`src/rtl/exc_arb_pkg.sv`:
```
package exc_arb_pkg;

    typedef enum logic [2:0] {
        EXC_NONE   = 3'd0,
        EXC_RESET  = 3'd1,
        EXC_TRACE  = 3'd2,
        EXC_DIRECT = 3'd3,
        EXC_IRQ    = 3'd4,
        EXC_TRAP   = 3'd5
    } exc_kind_e;

    typedef enum logic [1:0] {
        ST_HOLD,
        ST_RST_HANDLE,
        ST_RUN,
        ST_EXC_HANDLE
    } arb_state_e;

    // Request slots, highest priority at index 0; code = index + 1
    localparam int NUM_SRC   = 5;
    localparam int SLOT_RST  = 0;
    localparam int SLOT_TRC  = 1;
    localparam int SLOT_DIR  = 2;
    localparam int SLOT_IRQ  = 3;
    localparam int SLOT_TRAP = 4;

endpackage

```
`src/rtl/exc_pin_sync.sv`:
```
module exc_pin_sync #(
    parameter int WIDTH  = 2,
    parameter int STAGES = 2
) (
    input  logic             clk,
    input  logic             rst_n,
    input  logic [WIDTH-1:0] din,
    output logic [WIDTH-1:0] dout
);

    logic [WIDTH-1:0] chain_q [STAGES];

    always_ff @(posedge clk or negedge rst_n) begin
        if (!rst_n) begin
            for (int i = 0; i < STAGES; i++) chain_q[i] <= '0;
        end else begin
            chain_q[0] <= din;
            for (int i = 1; i < STAGES; i++) chain_q[i] <= chain_q[i-1];
        end
    end

    assign dout = chain_q[STAGES-1];

endmodule

```
`src/rtl/exc_req_qual.sv`:
```
module exc_req_qual #(
    parameter int MODE_W     = 2,
    parameter int TRACE_MODE = 2
) (
    input  logic              running,
    input  logic              handling,
    input  logic              insn_done,
    input  logic              handler_done,
    input  logic              insn_ret,
    input  logic              insn_flagmod,
    input  logic              trace_bit,
    input  logic [MODE_W-1:0] irq_ctl_mode,
    input  logic              sleep_exec,
    input  logic              direct_req,
    input  logic              irq_pending,
    input  logic              trap_strobe,
    input  logic              irq_mask,
    output logic              sample_pt,
    output logic              req_trace,
    output logic              req_direct,
    output logic              req_irq,
    output logic              req_trap
);

    localparam logic [MODE_W-1:0] TRC_MODE = MODE_W'(TRACE_MODE);

    logic insn_end;

    always_comb begin
        insn_end   = running & insn_done;
        sample_pt  = insn_end | (handling & handler_done);
        req_trace  = sample_pt & trace_bit & (irq_ctl_mode == TRC_MODE)
                   & ~(insn_end & insn_ret);
        req_direct = running & sleep_exec & direct_req;
        req_irq    = sample_pt & irq_pending & ~irq_mask
                   & ~(insn_end & insn_flagmod);
        req_trap   = running & trap_strobe;
    end

endmodule

```
`src/rtl/exc_prio_pick.sv`:
```
module exc_prio_pick #(
    parameter int N      = 5,
    parameter int CODE_W = 3
) (
    input  logic [N-1:0]      req,
    output logic [N-1:0]      grant,
    output logic              any,
    output logic [CODE_W-1:0] code
);

    logic [N:0] taken;
    assign taken[0] = 1'b0;

    genvar g;
    generate
        for (g = 0; g < N; g++) begin : g_slot
            assign grant[g]   = req[g] & ~taken[g];
            assign taken[g+1] = taken[g] | req[g];
        end
    endgenerate

    assign any = taken[N];

    always_comb begin
        code = '0;
        for (int i = N - 1; i >= 0; i--) begin
            if (grant[i]) code = CODE_W'(i + 1);
        end
    end

endmodule

```
`src/rtl/exc_arbiter.sv`:
```
module exc_arbiter
    import exc_arb_pkg::*;
#(
    parameter int SYNC_STAGES = 2,
    parameter int MODE_W      = 2,
    parameter int TRACE_MODE  = 2
) (
    input  logic              clk,
    input  logic              rst_n,
    input  logic              pin_por_n,
    input  logic              pin_warm_n,
    input  logic              wdt_ovf,
    input  logic              trace_bit,
    input  logic [MODE_W-1:0] irq_ctl_mode,
    input  logic              sleep_exec,
    input  logic              direct_req,
    input  logic              irq_pending,
    input  logic              trap_strobe,
    input  logic              insn_done,
    input  logic              insn_ret,
    input  logic              insn_flagmod,
    input  logic              handler_done,
    output logic              accept,
    output logic [2:0]        exc_kind,
    output logic              reset_kind,
    output logic              in_reset
);

    localparam int CODE_W = 3;

    arb_state_e st_q, st_d;
    logic [1:0] pins_s;
    logic       por_s, warm_s, pins_ok;
    logic       mask_q, mask_d;
    logic       acc_q, acc_d;
    logic [CODE_W-1:0] kind_q, kind_d;
    logic       rkind_q, rkind_d;
    logic       running, handling, sample_pt;
    logic       req_trace, req_direct, req_irq, req_trap;
    logic [NUM_SRC-1:0] req, grant;
    logic       any_grant;
    logic [CODE_W-1:0] pick_code;

    exc_pin_sync #(.WIDTH(2), .STAGES(SYNC_STAGES)) u_sync (
        .clk  (clk),
        .rst_n(rst_n),
        .din  ({pin_warm_n, pin_por_n}),
        .dout (pins_s)
    );

    assign por_s   = pins_s[0];
    assign warm_s  = pins_s[1];
    assign pins_ok = por_s & warm_s;

    assign running  = (st_q == ST_RUN);
    assign handling = (st_q == ST_RST_HANDLE) || (st_q == ST_EXC_HANDLE);

    exc_req_qual #(.MODE_W(MODE_W), .TRACE_MODE(TRACE_MODE)) u_qual (
        .running     (running),
        .handling    (handling),
        .insn_done   (insn_done),
        .handler_done(handler_done),
        .insn_ret    (insn_ret),
        .insn_flagmod(insn_flagmod),
        .trace_bit   (trace_bit),
        .irq_ctl_mode(irq_ctl_mode),
        .sleep_exec  (sleep_exec),
        .direct_req  (direct_req),
        .irq_pending (irq_pending),
        .trap_strobe (trap_strobe),
        .irq_mask    (mask_q),
        .sample_pt   (sample_pt),
        .req_trace   (req_trace),
        .req_direct  (req_direct),
        .req_irq     (req_irq),
        .req_trap    (req_trap)
    );

    // Reset slot: pin release in hold, watchdog elsewhere; blocked while a pin is low
    always_comb begin
        req            = '0;
        req[SLOT_RST]  = (st_q == ST_HOLD) ? pins_ok : (pins_ok & wdt_ovf);
        req[SLOT_TRC]  = pins_ok & req_trace;
        req[SLOT_DIR]  = pins_ok & req_direct;
        req[SLOT_IRQ]  = pins_ok & req_irq;
        req[SLOT_TRAP] = pins_ok & req_trap;
    end

    exc_prio_pick #(.N(NUM_SRC), .CODE_W(CODE_W)) u_pick (
        .req  (req),
        .grant(grant),
        .any  (any_grant),
        .code (pick_code)
    );

    // Next-state process
    always_comb begin
        st_d = st_q;
        unique case (st_q)
            ST_HOLD: begin
                if (pins_ok) st_d = ST_RST_HANDLE;          // release
            end
            ST_RUN, ST_RST_HANDLE, ST_EXC_HANDLE: begin
                if (!pins_ok)                  st_d = ST_HOLD;        // pin-drop
                else if (grant[SLOT_RST])      st_d = ST_RST_HANDLE;  // watchdog
                else if (any_grant)            st_d = ST_EXC_HANDLE;  // take
                else if (handling && handler_done) st_d = ST_RUN;     // resume
            end
            default: st_d = ST_HOLD;
        endcase
    end

    // Output process
    always_comb begin
        acc_d   = any_grant;
        kind_d  = any_grant ? pick_code : CODE_W'(EXC_NONE);
        rkind_d = rkind_q;
        if (!por_s)                rkind_d = 1'b0;
        else if (!warm_s)          rkind_d = 1'b1;
        else if (grant[SLOT_RST] && st_q != ST_HOLD) rkind_d = 1'b0;
        mask_d = mask_q;
        if (grant[SLOT_RST])       mask_d = 1'b1;
        else if (sample_pt)        mask_d = 1'b0;
    end

    always_ff @(posedge clk or negedge rst_n) begin
        if (!rst_n) begin
            st_q    <= ST_HOLD;
            acc_q   <= 1'b0;
            kind_q  <= '0;
            rkind_q <= 1'b0;
            mask_q  <= 1'b0;
        end else begin
            st_q    <= st_d;
            acc_q   <= acc_d;
            kind_q  <= kind_d;
            rkind_q <= rkind_d;
            mask_q  <= mask_d;
        end
    end

    assign accept     = acc_q;
    assign exc_kind   = kind_q;
    assign reset_kind = rkind_q;
    assign in_reset   = (st_q == ST_HOLD);

    // Assertions
    p_kind_valid_r10: assert property (@(posedge clk) disable iff (!rst_n)
        accept |-> (exc_kind >= 3'd1 && exc_kind <= 3'd5));
    p_kind_idle_r10: assert property (@(posedge clk) disable iff (!rst_n)
        !accept |-> (exc_kind == 3'd0));
    p_hold_quiet_r2: assert property (@(posedge clk) disable iff (!rst_n)
        in_reset |-> !accept);
    p_por_kind_r2: assert property (@(posedge clk) disable iff (!rst_n)
        (st_q == ST_HOLD && !por_s) |=> !reset_kind);
    p_wdt_hold_r3: assert property (@(posedge clk) disable iff (!rst_n)
        (st_q == ST_HOLD && !pins_ok) |=> !accept);
    p_single_grant_r4: assert property (@(posedge clk) disable iff (!rst_n)
        $onehot0(grant));
    p_no_trace_ret_r5: assert property (@(posedge clk) disable iff (!rst_n)
        (running && insn_done && insn_ret) |-> !grant[SLOT_TRC]);
    p_mask_r8: assert property (@(posedge clk) disable iff (!rst_n)
        (mask_q && sample_pt) |-> !grant[SLOT_IRQ]);
    p_trap_run_r9: assert property (@(posedge clk) disable iff (!rst_n)
        grant[SLOT_TRAP] |-> running);
    p_take_state_r11: assert property (@(posedge clk) disable iff (!rst_n)
        (accept && exc_kind != 3'd1) |-> (st_q == ST_EXC_HANDLE));

endmodule

```
`config.mk`:
```
export PLATFORM = sky130hd
export DESIGN_NAME = exc_arbiter
export DESIGN_NICKNAME = d
export VERILOG_FILES = /design/src/rtl/exc_arb_pkg.sv /design/src/rtl/exc_pin_sync.sv /design/src/rtl/exc_req_qual.sv /design/src/rtl/exc_prio_pick.sv /design/src/rtl/exc_arbiter.sv
export SDC_FILE = /design/constraint.sdc
export NUM_CORES = 1
export LEC_CHECK = 0
export BUFFER_PORTS_ARGS = -buffer_cell sky130_fd_sc_hd__clkbuf_2
export CORE_MARGIN = 3
export CORE_UTILIZATION = 28
export CTS_BUF_LIST = sky130_fd_sc_hd__clkbuf_8
export CTS_CLUSTER_DIAMETER = 100
export DETAILED_ROUTE_END_ITERATION = 10
export GPL_ROUTABILITY_DRIVEN = 0
export GPL_TIMING_DRIVEN = 0
export PLACE_DENSITY = 0.59
export SYNTH_ARGS = -nofsm -noshare
export SYNTH_HDL_FRONTEND = slang
export SYNTH_SLANG_ARGS = --single-unit
export TNS_END_PERCENT = 10
```
`constraint.sdc`:
```
create_clock -name clk -period 2.8 [get_ports clk]
set_input_delay 0 -clock clk [delete_from_list [all_inputs] [get_ports clk]]
set_output_delay 0 -clock clk [all_outputs]
set_load 0.02 [all_outputs]
```
After elaboration in Yosys (flattened, before gate mapping)
Cells that the tools add are included.
W data, S select, Z words.

operators by class
  equality and inequality tests = 7
  mux-type cells = 18
  bitwise logic cells = 35
  reductions and logical operators = 8

operators by type and width
  kind                  count
  $and A1 B1 Y1         23
  $mux W3               6
  $mux W2               5
  $not A1 Y1            7
  $eq A2 B2 Y1 const B  3
  $mux W1               6
  $ne A5 B5 Y1 const B  1
  $or A1 B1 Y1          5
  $pmux W2 S2           1
  $reduce_bool A2 Y1    2
  $ne A3 B3 Y1 const B  1
  $reduce_or A3 Y1      1
  $eq A2 B1 Y1 const B  1
  $logic_and A1 B1 Y1   2
  $logic_not A2 Y1      1
  $ne A2 B1 Y1 const B  1
  $reduce_and A2 Y1     1
  $logic_or A1 B1 Y1    1

storage, ports and cells
  register bits = 12
  input port bits = 16

Depth between registers and ports, before layout
Gate-level depths: netlist of run 1.

  word-level depth = 19
  mapped depth = 4

Cells and area by module
Synthesis of run 1 repeated with hierarchy kept, for this count alone.

unflattened totals
  cells, all modules = 59
  area total of the unflattened synthesis = 601.8 sq um

modules (own cells, without submodules)
  module         instances  cells each  area an instance (sq um)
  exc_arbiter    1          31          342.8
  exc_pin_sync   1          6           115.1
  exc_prio_pick  1          14          81.3
  exc_req_qual   1          8           62.6

Least setup slack after synthesis of run 1
Ideal clock, no wire load.

  kind = register to register
  from = reg st_q[1]
  to = reg kind_q[2], in the netlist exc_kind[2]
  arrival = 1.304 ns
  required time = 2.671 ns
  slack = 1.367 ns
  stages on the path, launching flop included = 5
  cell sequence = dfrtp_1 and4b_1 a2111o_1 and3b_4 nor2b_4

on the way
  longest elaborated chain between the ends = 19

ends and longest elaborated chain
  element                                              line                 RTL
  start: declaration                                   exc_arbiter.sv:31    arb_state_e st_q, st_d;
  start signal: assignment                             exc_arbiter.sv:134   st_q <= st_d;
  $eq A2 B1 Y1 / $eq A2 B2 Y1 (equally long branches)  exc_arbiter.sv:56    assign handling = (st_q == ST_RST_HANDLE) || (st_q == ST_EXC_HANDLE);
  $logic_or A1 B1 Y1                                   exc_arbiter.sv:56
  $and A1 B1 Y1                                        exc_req_qual.sv:31   sample_pt = insn_end | (handling & handler_done);
  $or A1 B1 Y1                                         exc_req_qual.sv:31
  $and A1 B1 Y1 (2 in a row)                           exc_req_qual.sv:32   req_trace = sample_pt & trace_bit & (irq_ctl_mode == TRC_MODE)
  $and A1 B1 Y1                                        exc_req_qual.sv:33   & ~(insn_end & insn_ret);
  $and A1 B1 Y1                                        exc_arbiter.sv:83    req[SLOT_TRC] = pins_ok & req_trace;
  $or A1 B1 Y1 (3 in a row)                            exc_prio_pick.sv:18  assign taken[g+1] = taken[g] | req[g];
  $not A1 Y1                                           exc_prio_pick.sv:17  assign grant[g] = req[g] & ~taken[g];
  $and A1 B1 Y1                                        exc_prio_pick.sv:17
  $mux W3 (5 in a row)                                 exc_prio_pick.sv:27  if (grant[i]) code = CODE_W'(i + 1);
  $mux W3 *                                            exc_arbiter.sv:116   kind_d = any_grant ? pick_code : CODE_W'(EXC_NONE);
  named net kind_d[2]                                  exc_arbiter.sv:36    logic [CODE_W-1:0] kind_q, kind_d;
  end signal: assignment                               exc_arbiter.sv:136   kind_q <= kind_d;
  end: declaration                                     exc_arbiter.sv:36

Mark *: on every way through the listed nets, which the timed path passes. The rest lies on a longest branch.
A chain may end at the register's enable or synchronous reset.

Final worst setup path of run 1
  from = reg st_q[0]
  to = reg kind_q[2], in the netlist exc_kind[2]

The elaborated chain is that of the path after synthesis.

==> impl_metrics.toml, run 1 <==
[final_layout]
antenna_cells = 0
areaGrowthSynthToFinish_pct = 44.3
nets = 91
final-seq-area_sq_um = 300
design_area_sq_um = 749
drive_above_1_share_pct = 40.5
multi_input_area_sq_um = 208
n_fill_cell = 161

[drt]
drc = 0
vias = 433
firstDrtPassIters = 4
drt_iter0_drc = 6
wire_per_inst_um = 11.2
ant_nets = 0
via_per_inst = 4.42
routed_wl_um = 1100

[clock_network]
cts_resized = 0
clock_sinks = 12
cts-htree-levels = 1
numCtsBuffers = 3
cts-root-buf = "clkbuf_8"
post_cts_buffers = 0
cts_tree = "done"
clk_path_buf_depth = 2
clk_pin_slew_worst_paths_ns = 0.05
hold_buffers = 4
clkLatencyLatePin_ns = 0.23

[power_and_ir_drop]
ir_drop_v = 0.000302
power.density_mw_per_mm2 = 561
power_frac_seq_pct = 44.9
pwr-share-comb_pct = 11.0
cell_internal_pwr_uw = 331
switching_share_pct = 21.3
leakagePower_uw = 0.000375
p_sw_uw = 89.7
power.share.clock_pct = 44.0

[die]
fp.dieW_um = 49.1
die-area_sq_mm = 0.00241
rows = 14
start_util_pct = 31.9
die_h_um = 49.1
core_sq_mm = 0.00163
ios = 22

[global_route]
grt_pass1_vias = 467
overflow = 0
grt_usage_pct = 10.7
grt_max_degree = 13
grt_first_pass_wirelength_um = 1950
antenna_found_initial = 0

[timing]
period_needed_ns = 1.51
fin_setup_tns_ns = 0
finalMaxSlewViolations = 0
setup_viol = 0
slew_headroom_pct = 75.4
hold_viol_final = 0
clock.fmax_mhz = 662
fin_crit_sh_pct = 54.0
finClkSkew_ns = 0.000538
worst_pin_slew_ns = 0.366
rsz0062_at_grt = "no"

[synth]
syn_inst = 45
yosys.area.top_type_share_pct = 57.8
synth_top_area_cell = "dfrtp_1"
ys_types = 24
seq_area_frac_synth_pct = 57.8
synth.net_count = 61
ys_seq_elements = 12
syn_area_sq_um = 519
avgSynthCellArea_sq_um = 11.5
yosys-top-cells-area = "dfrtp_1 (58%), a21oi_1 (3.9%), nand2_1 (2.9%), nor2b_4 (2.7%), and3b_4 (2.4%)"
yosysWarnings = 0

[flow_run]
max-cap-violations = 0

[worst_setup_path]
slowest_stage = "dfrtp_1"
startpoint_type = "flip-flop"
path_cells = "nand3b_1 > a2111o_1 > and3b_4 > nor2b_4"
r2r_cells = 4
critPathArrivalTime_ns = 1.63
cp-end-kind = "flip-flop"
worstPathMaxFanout = 7
required_ns = 2.91
path_class = "flip-flop to flip-flop"
crit_path_max_incr_delay_ns = 0.42

[worst_hold_path]
min_path_cells = 3
hp-class = "input pin to flip-flop"

[placement]
place_area_sq_um = 654
io_buffers = 21
dpl.hpwl_um = 855

[run_status]
outcome = "finished, final reports clean"
registers in the layout, summed over array words and instances, names as in the netlist:
signal,count
accept,1
exc_kind,3
mask_q,1
reset_kind,1
st_q,2
u_sync.chain_q,2
u_sync.dout,2
cell usage in the layout (no fill, tap or decap):
cell / instances
a2111o_1: 1
a211oi_1: 1
a21bo_2: 1
a21boi_0: 1
a21oi_1: 4
a311oi_1: 1
a31o_2: 1
and2_1: 1
and3_1: 1
and3b_4: 1
and4b_1: 1
clkbuf_2: 21
clkbuf_8: 4
dfrtp_1: 12
dlygate4sd3_1: 4
inv_1: 3
nand2_1: 4
nand3_1: 1
nand3b_1: 1
nand4_1: 1
nand4b_1: 1
nor2_1: 2
nor2b_1: 2
nor2b_4: 1
o21a_1: 1
o21ai_0: 1
or4b_2: 1
power groups by stage:
stage               Combinational (uW)  Sequential (uW)  Clock, uW
CTS                               47.3              189        191
finish                            46.5              189        185
detailed placement                42.7              192          0
floorplan                         17.5              195          0
global route                      51.9              190        202
global placement                  42.2              192          0
routing by layer:
| metal | vias up | share of wire, % | track usage, % |
|---|---|---|---|
| li1 | 223 | - | - |
| met1 | 188 | 49 | 13.7 |
| met2 | 18 | 42 | 16.3 |
| met3 | 4 | 7.8 | 3.67 |
| met4 | 0 | 1.4 | 4.27 |
| met5 | - | 0 | 0 |
critical path, delay by kind of cell, from the launching register on:
kind             cells  cell delay, ns
AND/OR/NAND/NOR      3            0.55
flip-flops           1            0.42
AO/OA/AOI/OAI        1            0.42
cell usage after synthesis:
| cell | n |
|---|---|
| nand2_1 | 4 |
| nand4_1 | 1 |
| nor2_1 | 2 |
| o21ai_0 | 1 |
| nor2b_1 | 2 |
| dfrtp_1 | 12 |
| and3b_4 | 1 |
| o21a_1 | 1 |
| inv_1 | 3 |
| and4b_1 | 1 |
| a21boi_0 | 1 |
| a31o_2 | 1 |
| a2111o_1 | 1 |
| and3_1 | 1 |
| and2_1 | 1 |
| nor2b_4 | 1 |
| a311oi_1 | 1 |
| nand4b_1 | 1 |
| a211oi_1 | 1 |
| nand3_1 | 1 |
| a21oi_1 | 4 |
| nand3b_1 | 1 |
| a21bo_2 | 1 |
| or4b_2 | 1 |
area by class of cell:
class	count	area share, %
repair buffers	25	19.4
clock buffers	4	7.35
flip-flops and latches	12	40.1
well taps	24	4.01
multi-input cells	30	27.7
inverters	3	1.50
logic make-up (layout without fill, tap and decap cells):
| family | Yosys count | after routing | synth area share, % |
|---|---|---|---|
| AOI/OAI and AO/OA | 12 | 12 | 16.6 |
| DFF | 12 | 12 | 57.8 |
| and+or+nand+nor | 18 | 18 | 23.4 |
| buffers and inverters | 3 | 32 | 2.17 |
worst paths after layout:
check                                       startpoint                     endpoint  slack (ns)
min in group asynchronous                        rst_n  u_sync.chain_q[2]$_DFF_PN0_        0.19
setup reg to reg                   st_q[0]$_DFFE_PN0P_        exc_kind[2]$_DFF_PN0_        1.29
hold reg to reg            u_sync.chain_q[2]$_DFF_PN0_     u_sync.dout[0]$_DFF_PN0_        0.35
max in group asynchronous                        rst_n           mask_q$_DFFE_PN0P_        2.38
hold / removal                              sleep_exec        exc_kind[1]$_DFF_PN0_        0.06
setup / recovery                   st_q[0]$_DFFE_PN0P_        exc_kind[2]$_DFF_PN0_        1.29
stage by stage:
step | utilization [%] | power, uW | instances | hold slack, ns | setup slack (ns)
after floorplan | - | 212 | 45 | -0.296 | 1.37
after global placement | 40.2 | 234 | 90 | -0.100 | 1.30
after detailed placement | 40.2 | 235 | 90 | -0.0948 | 1.30
after CTS | 46.0 | 427 | 98 | 0.0538 | 1.29
after global routing | 46.0 | 444 | 98 | 0.0711 | 1.17
final | 46.0 | 420 | 98 | 0.0560 | 1.29
Power figures use the tool's default switching activity.
==> run 2: changes to the inputs <==
==> constraint.sdc (replaced) <==
create_clock -name clk -period 1.6 [get_ports clk]
set_input_delay 0 -clock clk [delete_from_list [all_inputs] [get_ports clk]]
set_output_delay 0 -clock clk [all_outputs]
set_load 0.02 [all_outputs]
==> run 2 against run 1 <==
Net effect:
- final area rose by 0.50%
- die area did not move
- critical path depth did not move
- non-clock buffer count did not move
- largest cell class unchanged
==> impl_metrics.toml, run 2 (same netlist as run 1, synthesis figures left out) <==
[global_route]
grt_usage_pct = 10.7
grt_max_degree = 13
grt_pass1_vias = 467
antenna_found_initial = 0
grt_first_pass_wirelength_um = 1950
overflow = 0

[final_layout]
top_register = "exc_kind"
nets = 91
final_cells = 98
areaGrowthSynthToFinish_pct = 45.1
layout_common_cells = "clkbuf_2 (21), dfrtp_1 (12), nand2_1 (4), clkbuf_8 (4), dlygate4sd3_1 (4)"
antenna_cells = 0
drive_above_1_share_pct = 41.9
largest_reg_flops = 3
fin_util_pct = 46.2
layout_commonest_cell = "clkbuf_2"

[clock_network]
clkLatencyLatePin_ns = 0.24
cts_tree = "done"
numCtsBuffers = 3
clk_pin_slew_worst_paths_ns = 0.05
cts-root-buf = "clkbuf_8"
cts-htree-levels = 1
clk_path_buf_depth = 2
clock_sinks = 12

[timing]
finalMaxSlewViolations = 0
worst_pin_slew_ns = 0.454
rsz0062_at_grt = "yes"
hold_viol_final = 0
finClkSkew_ns = 0.000507
setup_viol = 0
slew_headroom_pct = 69.5
period_needed_ns = 1.51
clock.fmax_mhz = 664
fin_setup_tns_ns = 0
fin_crit_sh_pct = 94.1

[worst_setup_path]
worstPathMaxFanout = 7
critPathTopFamily = "simple AND/OR/NAND/NOR gates"
crit_buf_inv = 0
required_ns = 1.72
path_cells = "nand3b_1 > a2111o_1 > and3b_4 > nor2b_4"
startpoint_type = "flip-flop"
critPathArrivalTime_ns = 1.63
crit_path_max_incr_delay_ns = 0.42
slowest_stage = "dfrtp_1"
path_class = "flip-flop to flip-flop"
cp-end-kind = "flip-flop"

[die]
ios = 22
rows = 14
fp.dieW_um = 49.1
die_h_um = 49.1
die-area_sq_mm = 0.00241
start_util_pct = 31.9
core_sq_mm = 0.00163

[drt]
wire_per_inst_um = 11.3
drc = 0
met1Wirelength_um = 543
drt_iter0_drc = 6
wl_met2_um = 464
ant_nets = 0
firstDrtPassIters = 4
via_per_inst = 4.43
routed_wl_um = 1110
vias = 434
wl_met3_um = 88
highest_layer = "met4"

[power_and_ir_drop]
leakagePower_uw = 0.000376
power.density_mw_per_mm2 = 979
ir_drop_v = 0.000529
p_total_uw = 738

[flow_run]
max-cap-violations = 0

[worst_hold_path]
hp-class = "input pin to flip-flop"

[placement]
io_buffers = 21
dpl.hpwl_um = 855
dp_cells = 90

[run_status]
outcome = "finished, final reports clean"
run 2: changes by cell type in the layout (fill, tap and decap cells not counted):
cell     previous run  this run
a21oi_2             0         1
a21oi_1             4         3
run 2: through the flow:
stage	hold WS, ns	setup slack, ns	instance area, sq um
2_1_floorplan	-0.296	0.167	519
3_3_place_gp	-0.100	0.0983	654
3_5_place_dp	-0.0948	0.102	654
4_1_cts	0.0538	0.0889	749
5_1_grt	0.0711	-0.0192	753
6_report	0.0553	0.0947	753
run 2: layout make-up:
type                    instances  area, sq um
repair buffers                 25          145
fillers                       162          876
flip-flops and latches         12          300
multi-input cells              30          211
well taps                      24         30.0
inverters                       3         11.3
clock buffers                   4         55.1
run 2: power by group:
part / internal (uW) / switching [uW]
Sequential: 321 / 9.86
Combinational: 41.2 / 41.0
Clock: 217 / 108
run 2: what timing repair did:
action,in CTS,in global routing
hold endpoints to repair,15,0
hold buffers,4,0
setup endpoints to repair,0,3
setup buffers,0,0
gates resized for setup,0,1
run 2: metal layers:
metal | vias to the layer above | track usage [%]
met3 | 2 | 3.67
met2 | 18 | 16.3
met1 | 191 | 13.7
li1 | 223 | -
met4 | 0 | 4.27
met5 | - | 0
run 2: worst min-delay path, stage by stage:
cell and delay (ns):
clkbuf_2 0.08, nand4_1 0.09, a21oi_1 0.08
run 2: worst paths after layout:
path / startpoint / endpoint / slack, ns / cells past startpoint
max: st_q[0]$_DFFE_PN0P_ / exc_kind[2]$_DFF_PN0_ / 0.09 / 4
min: sleep_exec / exc_kind[1]$_DFF_PN0_ / 0.06 / 3
max reg2reg: st_q[0]$_DFFE_PN0P_ / exc_kind[2]$_DFF_PN0_ / 0.09 / 4
min reg2reg: u_sync.chain_q[2]$_DFF_PN0_ / u_sync.dout[0]$_DFF_PN0_ / 0.35 / 0
max in group asynchronous: rst_n / mask_q$_DFFE_PN0P_ / 1.17 / 2
min in group asynchronous: rst_n / u_sync.chain_q[2]$_DFF_PN0_ / 0.20 / 2
